--- config.mk ---
export PLATFORM = sky130hd
export DESIGN_NAME = ddr_wmask_capture
export DESIGN_NICKNAME = d
export VERILOG_FILES = /design/src/rtl/ddr_wmask_pkg.sv /design/src/rtl/wmask_lane_enable.sv /design/src/rtl/wmask_rise_capture.sv /design/src/rtl/wmask_fall_capture.sv /design/src/rtl/ddr_wmask_capture.sv
export SDC_FILE = /design/constraint.sdc
export NUM_CORES = 1
export LEC_CHECK = 0
export BUFFER_PORTS_ARGS = -buffer_cell sky130_fd_sc_hd__buf_4
export CAP_MARGIN = 20
export CORE_MARGIN = 3
export CORE_UTILIZATION = 52
export CTS_CLUSTER_SIZE = 12
export DETAILED_ROUTE_END_ITERATION = 10
export GPL_ROUTABILITY_DRIVEN = 0
export GPL_TIMING_DRIVEN = 1
export PLACE_DENSITY = 0.77
export SKIP_LAST_GASP = 1
export SYNTH_ARGS = -nofsm -noshare
export SYNTH_HDL_FRONTEND = slang
export SYNTH_SLANG_ARGS = --single-unit
export TNS_END_PERCENT = 20
--- constraint.sdc ---
create_clock -name dqs -period 2.25 [get_ports dqs]
set_clock_uncertainty 0.05 [all_clocks]
set_input_delay 0.1125 -clock dqs [delete_from_list [all_inputs] [get_ports dqs]]
set_output_delay 0.1125 -clock dqs [all_outputs]
set_load 0.02 [all_outputs]
--- src/rtl/ddr_wmask_pkg.sv ---
// Shared definitions for the DDR write mask capture block.
// Assumes burst lengths never exceed the MAX_BL parameter of the users.
package ddr_wmask_pkg;

    typedef enum logic [1:0] {
        BLS_2  = 2'd0,
        BLS_4  = 2'd1,
        BLS_8  = 2'd2,
        BLS_8B = 2'd3
    } bl_code_e;

    // Number of beats that a burst-length code stands for.
    function automatic int unsigned beats_for(input logic [1:0] code);
        case (code)
            BLS_2:   beats_for = 2;
            BLS_4:   beats_for = 4;
            default: beats_for = 8;
        endcase
    endfunction

endpackage

--- src/rtl/wmask_lane_enable.sv ---
// Turns a per-byte mask into per-byte write enables for one beat.
// Assumes mask high means the byte is not written; valid gates all lanes.
module wmask_lane_enable #(
    parameter int MASK_W = 2
) (
    input  logic              valid,
    input  logic [MASK_W-1:0] mask,
    output logic [MASK_W-1:0] en
);

    for (genvar i = 0; i < MASK_W; i++) begin : g_lane
        // One lane: enabled when the beat is real and its mask bit is low.
        assign en[i] = valid & ~mask[i];
    end

endmodule

--- src/rtl/wmask_rise_capture.sv ---
// Rising-edge half of the capture: counts beats of a write burst and
// holds the even beat with its mask until the following falling edge.
// Assumes wr_burst is stable around rising strobe edges.
module wmask_rise_capture
    import ddr_wmask_pkg::*;
#(
    parameter int DQ_W   = 16,
    parameter int MASK_W = DQ_W / 8,
    parameter int MAX_BL = 8,
    parameter int IDX_W  = $clog2(MAX_BL)
) (
    input  logic              dqs,
    input  logic              rst_n,
    input  logic              wr_burst,
    input  logic [1:0]        bl_sel,
    input  logic [DQ_W-1:0]   dq,
    input  logic [MASK_W-1:0] dm,
    output logic              rise_valid,
    output logic [IDX_W-1:0]  rise_idx,
    output logic [DQ_W-1:0]   rise_data,
    output logic [MASK_W-1:0] rise_mask
);

    localparam int CNT_W = IDX_W + 1;

    logic [CNT_W-1:0] beat_cnt;
    logic [CNT_W-1:0] beat_limit;

    // Burst length in beats, clipped to what the counter can address.
    always_comb begin
        if (beats_for(bl_sel) > MAX_BL)
            beat_limit = CNT_W'(MAX_BL);
        else
            beat_limit = CNT_W'(beats_for(bl_sel));
    end

    // Capture the even beat and advance the count by a beat pair.
    always_ff @(posedge dqs) begin
        if (!rst_n) begin
            beat_cnt   <= '0;
            rise_valid <= 1'b0;
            rise_idx   <= '0;
            rise_data  <= '0;
            rise_mask  <= '0;
        end else if (!wr_burst) begin
            beat_cnt   <= '0;
            rise_valid <= 1'b0;
        end else if (beat_cnt < beat_limit) begin
            rise_valid <= 1'b1;
            rise_idx   <= beat_cnt[IDX_W-1:0];
            rise_data  <= dq;
            rise_mask  <= dm;
            beat_cnt   <= beat_cnt + CNT_W'(2);
        end else begin
            rise_valid <= 1'b0;
        end
    end

    assert_first_beat_zero_R1: assert property (@(posedge dqs) disable iff (!rst_n)
        $rose(wr_burst) |=> (rise_valid && rise_idx == '0));

    assert_idle_no_capture_R5: assert property (@(posedge dqs) disable iff (!rst_n)
        !wr_burst |=> !rise_valid);

    assert_count_bound_R4: assert property (@(posedge dqs) disable iff (!rst_n)
        beat_cnt <= CNT_W'(MAX_BL));

endmodule

--- src/rtl/wmask_fall_capture.sv ---
// Falling-edge half of the capture: joins the odd beat with the held
// even beat and registers the pair with its byte write enables.
// Assumes the rising-edge half updates only on rising strobe edges.
module wmask_fall_capture #(
    parameter int DQ_W   = 16,
    parameter int MASK_W = DQ_W / 8,
    parameter int MAX_BL = 8,
    parameter int IDX_W  = $clog2(MAX_BL)
) (
    input  logic                dqs,
    input  logic                rst_n,
    input  logic                rise_valid,
    input  logic [IDX_W-1:0]    rise_idx,
    input  logic [DQ_W-1:0]     rise_data,
    input  logic [MASK_W-1:0]   rise_mask,
    input  logic [DQ_W-1:0]     dq,
    input  logic [MASK_W-1:0]   dm,
    output logic [IDX_W-1:0]    beat_idx,
    output logic [2*DQ_W-1:0]   beat_data,
    output logic [2*MASK_W-1:0] beat_we
);

    logic [MASK_W-1:0] even_en;
    logic [MASK_W-1:0] odd_en;

    wmask_lane_enable #(.MASK_W(MASK_W)) i_even_lanes (
        .valid (rise_valid),
        .mask  (rise_mask),
        .en    (even_en)
    );

    wmask_lane_enable #(.MASK_W(MASK_W)) i_odd_lanes (
        .valid (rise_valid),
        .mask  (dm),
        .en    (odd_en)
    );

    // Register the beat pair and its enables for one strobe period.
    always_ff @(negedge dqs) begin
        if (!rst_n) begin
            beat_idx  <= '0;
            beat_data <= '0;
            beat_we   <= '0;
        end else begin
            beat_we <= {odd_en, even_en};
            if (rise_valid) begin
                beat_idx  <= rise_idx;
                beat_data <= {dq, rise_data};
            end
        end
    end

    assert_no_capture_no_we_R9: assert property (@(negedge dqs) disable iff (!rst_n)
        !rise_valid |=> beat_we == '0);

    assert_odd_mask_blocks_R2: assert property (@(negedge dqs) disable iff (!rst_n)
        (dm == '1) |=> beat_we[2*MASK_W-1:MASK_W] == '0);

    assert_even_mask_blocks_R3: assert property (@(negedge dqs) disable iff (!rst_n)
        (rise_mask == '1) |=> beat_we[MASK_W-1:0] == '0);

endmodule

--- src/rtl/ddr_wmask_capture.sv ---
// Top of the DDR write capture: one beat per strobe edge, byte masks
// with zero latency, pairs presented after each falling edge.
// Assumes strobe-to-clock alignment is handled outside this block.
module ddr_wmask_capture #(
    parameter int DQ_W   = 16,
    parameter int MAX_BL = 8,
    localparam int MASK_W = DQ_W / 8,
    localparam int IDX_W  = $clog2(MAX_BL)
) (
    input  logic                dqs,
    input  logic                rst_n,
    input  logic                wr_burst,
    input  logic [1:0]          bl_sel,
    input  logic [DQ_W-1:0]     dq,
    input  logic [MASK_W-1:0]   dm,
    output logic [IDX_W-1:0]    beat_idx,
    output logic [2*DQ_W-1:0]   beat_data,
    output logic [2*MASK_W-1:0] beat_we
);

    logic              rise_valid;
    logic [IDX_W-1:0]  rise_idx;
    logic [DQ_W-1:0]   rise_data;
    logic [MASK_W-1:0] rise_mask;

    wmask_rise_capture #(
        .DQ_W(DQ_W), .MASK_W(MASK_W), .MAX_BL(MAX_BL), .IDX_W(IDX_W)
    ) i_rise (
        .dqs        (dqs),
        .rst_n      (rst_n),
        .wr_burst   (wr_burst),
        .bl_sel     (bl_sel),
        .dq         (dq),
        .dm         (dm),
        .rise_valid (rise_valid),
        .rise_idx   (rise_idx),
        .rise_data  (rise_data),
        .rise_mask  (rise_mask)
    );

    wmask_fall_capture #(
        .DQ_W(DQ_W), .MASK_W(MASK_W), .MAX_BL(MAX_BL), .IDX_W(IDX_W)
    ) i_fall (
        .dqs        (dqs),
        .rst_n      (rst_n),
        .rise_valid (rise_valid),
        .rise_idx   (rise_idx),
        .rise_data  (rise_data),
        .rise_mask  (rise_mask),
        .dq         (dq),
        .dm         (dm),
        .beat_idx   (beat_idx),
        .beat_data  (beat_data),
        .beat_we    (beat_we)
    );

endmodule

==> results.md <==
- Outcome: finished clean
- Leading cell type in the layout, fill and taps excluded: buf_4
- Post-synthesis xor/xnor area fraction: 0
- CTS sink count: 62
- Die Wd: 74.0 um
- I/O pins: 62
- Top post-synthesis cells by area: dfxtp_1, mux2i_1, nor2b_1
- Largest net degree at the start of global routing: 33
- Maximum clock insertion buffer count: 2
- Cell taking the most area after synthesis: dfxtp_1
- Initial antenna violation count: 0
- Number of port buffers: 60
- CTS root buffer: clkbuf_8
- Post-Synth Simple-Gate Area: 0.174
- Area growth, synth to finish: 41.2%
- CP Cell Sequence: buf_12, mux2i_1, nor2b_1
- Slew Limit Fails: 0
- Adder-Cell Fraction of Synth Area: 0.0156
- Share of cells above drive strength 1: 0.232
- CTS clk-pin slew, worst paths: 0.07 ns
- Cell variety after synth: 22
- DP Area: 2940 um2
- Site Rows: 24
- Syn. warnings: 0
- N_diodes: 0
- Critical Path Max Stage Delay: 0.37 ns
- Power Total: 2630 uW
- Critical path class: reg2reg
- CP endpoint kind: flip-flop
- Area of the multi-input gates: 1080 um2
- Avg WL per Cell: 12.9 um
- Largest family of logic cells by synthesized area: multiplexers
- Compound-gate portion of the synthesized area: 0.0312
- CTS tree: yes
- Worst-path maximum fanout: 16
- Cts repair resizes: 0
- Vias: 1948
- Hpwl dp: 3.25 mm
- GR Overflow Total: 0
- CP max-delay cell: dfxtp_2
- Total Wirelength: 5.23 mm
- Maxcap violations: 0
- Hold WC Path Type: in2reg
- H-tree depth: 3
- Clk_lat worst skew: 0.33 ns
- Mapped Nets: 261
- Initial DRC count: 62
- Worst EP arrival: 1.23 ns
- Mux cell area share after synthesis: 0.225
- CP Data Required Time: 1.32 ns
- Die Area: 5480 um2
- RSZ-0062 raised after global routing: false
- First-pass GRT wire length: 8.67 mm
- Synthesis-stage register bit count: 62
- DRC violations left: 0
- Reg2Reg Depth: 3
- Die height: 74.0 um
- Drt first pass iters: 4
- Most frequent cells in the layout: buf_4, dfxtp_1, mux2i_1
- Fill count: 309
- VDD IR max: 0.000619 V
- Final Cell Area: 3400 um2
- CTS Buf Count: 9
- Sequential-to-total area share from yosys stat: 0.516
- Final Hold Fails: 0
- Initial Util: 0.545
- Total Routing Usage GR: 0.212
- Crit path launch type: flip-flop
- Core Area: 4410 um2
- Area share of the largest cell type after synthesis: 0.516
- Register area: 1240 um2
- ANT nets after route: 0
- Synth Instances: 235
- Syn avg cell area: 10.2 um2
- Worst hold slack: 0.0123 ns
- Lkg Pwr: 0.00160 uW
- Vias in the first global route: 1927
- Routed vias/inst: 4.81
- Setup-failing EPs final: 0
- Cell area after synthesis: 2400 um2
- Min-Delay Path Depth: 3
- PwrDens: 775 nW/um2
- Nets: 374
-- metal layers --
| layer | GRT usage | up-vias | part of all wire |
|---|---|---|---|
| met5 | 0 | - | 0 |
| met4 | 0.0744 | 0 | 0.010 |
| met3 | 0.0838 | 5 | 0.055 |
| met2 | 0.380 | 42 | 0.52 |
| met1 | 0.225 | 902 | 0.42 |
| li1 | - | 999 | - |
-- kinds of logic (layout without fill, tap and decap cells) --
family	count (synthesis)	after routing
AOI/OAI and AO/OA	10	10
DFF	62	62
and+or+nand+nor	86	86
muxes	54	54
buffers and inverters	19	137
other	1	1
adders and majority gates	3	3
-- final timing paths --
path | startpoint | endpoint | slack, ns
max | i_rise.rise_valid$_SDFF_PN0_ | i_fall.beat_data[1]$_SDFFE_NN0P_ | 0.09
min | dq[3] | i_rise.rise_data[3]$_SDFFE_PN0P_ | 0.01
min reg2reg | i_rise.rise_data[6]$_SDFFE_PN0P_ | i_rise.rise_data[6]$_SDFFE_PN0P_ | 0.42
max reg2reg | i_rise.rise_valid$_SDFF_PN0_ | i_fall.beat_data[1]$_SDFFE_NN0P_ | 0.09
-- stage by stage --
stage               TNS, ns  std cells  worst slack (ns)   util
floorplan            -0.834        235           -0.0318      -
global placement          0        338             0.150  0.665
detailed placement        0        338             0.122  0.665
CTS                       0        405            0.0760  0.769
global route              0        405            0.0377  0.769
finish                    0        405            0.0862  0.769
-- area by class of cell --
type / count / area share
multi-input combinational: 154 / 0.317
timing repair buffer: 81 / 0.200
clock buffer: 13 / 0.0497
clock inverter: 41 / 0.0457
tap: 52 / 0.0192
inverter: 2 / 0.00221
sequential: 62 / 0.366
-- timing repair --
action | CTS | global route
hold buffers | 14 | 0
buffers inserted | 0 | 0
endpoints found under the hold margin | 14 | 0
-- critical path, delay by kind of cell, from the launching register on --
kind | cells | cell delay (ns)
buffers and inverters | 1 | 0.18
DFF | 1 | 0.37
muxes | 1 | 0.27
and+or+nand+nor | 1 | 0.08
-- sequential cells by signal, indices dropped and copies added (netlist names) --
signal,flops
i_rise.rise_mask,2
i_rise.rise_data,16
i_rise.rise_idx,2
i_fall.beat_idx,2
i_rise.rise_valid,1
i_rise.beat_cnt,3
i_fall.beat_data,32
i_fall.beat_we,4
-- power by group --
part | internal (uW) | switching [uW] | total (uW) | leakage [uW]
logic | 157 | 143 | 299 | 0.000793
registers | 1150 | 28.8 | 1180 | 0.000505
clock network | 571 | 579 | 1150 | 0.000301
-- synthesized netlist by cell type (all sizes together) --
library cell	number
dfxtp	62
mux2i	54
nand2	43
nor2b	34
clkbuf	9
buf	7
a21oi	4
nor2	4
ha	3
inv	3
o21ai	2
a21o	1
and3	1
conb	1
nand3	1
nor3	1
o311a	1
o311ai	1
o31ai	1
or3	1
or4	1
Power figures use the tool's default switching activity.
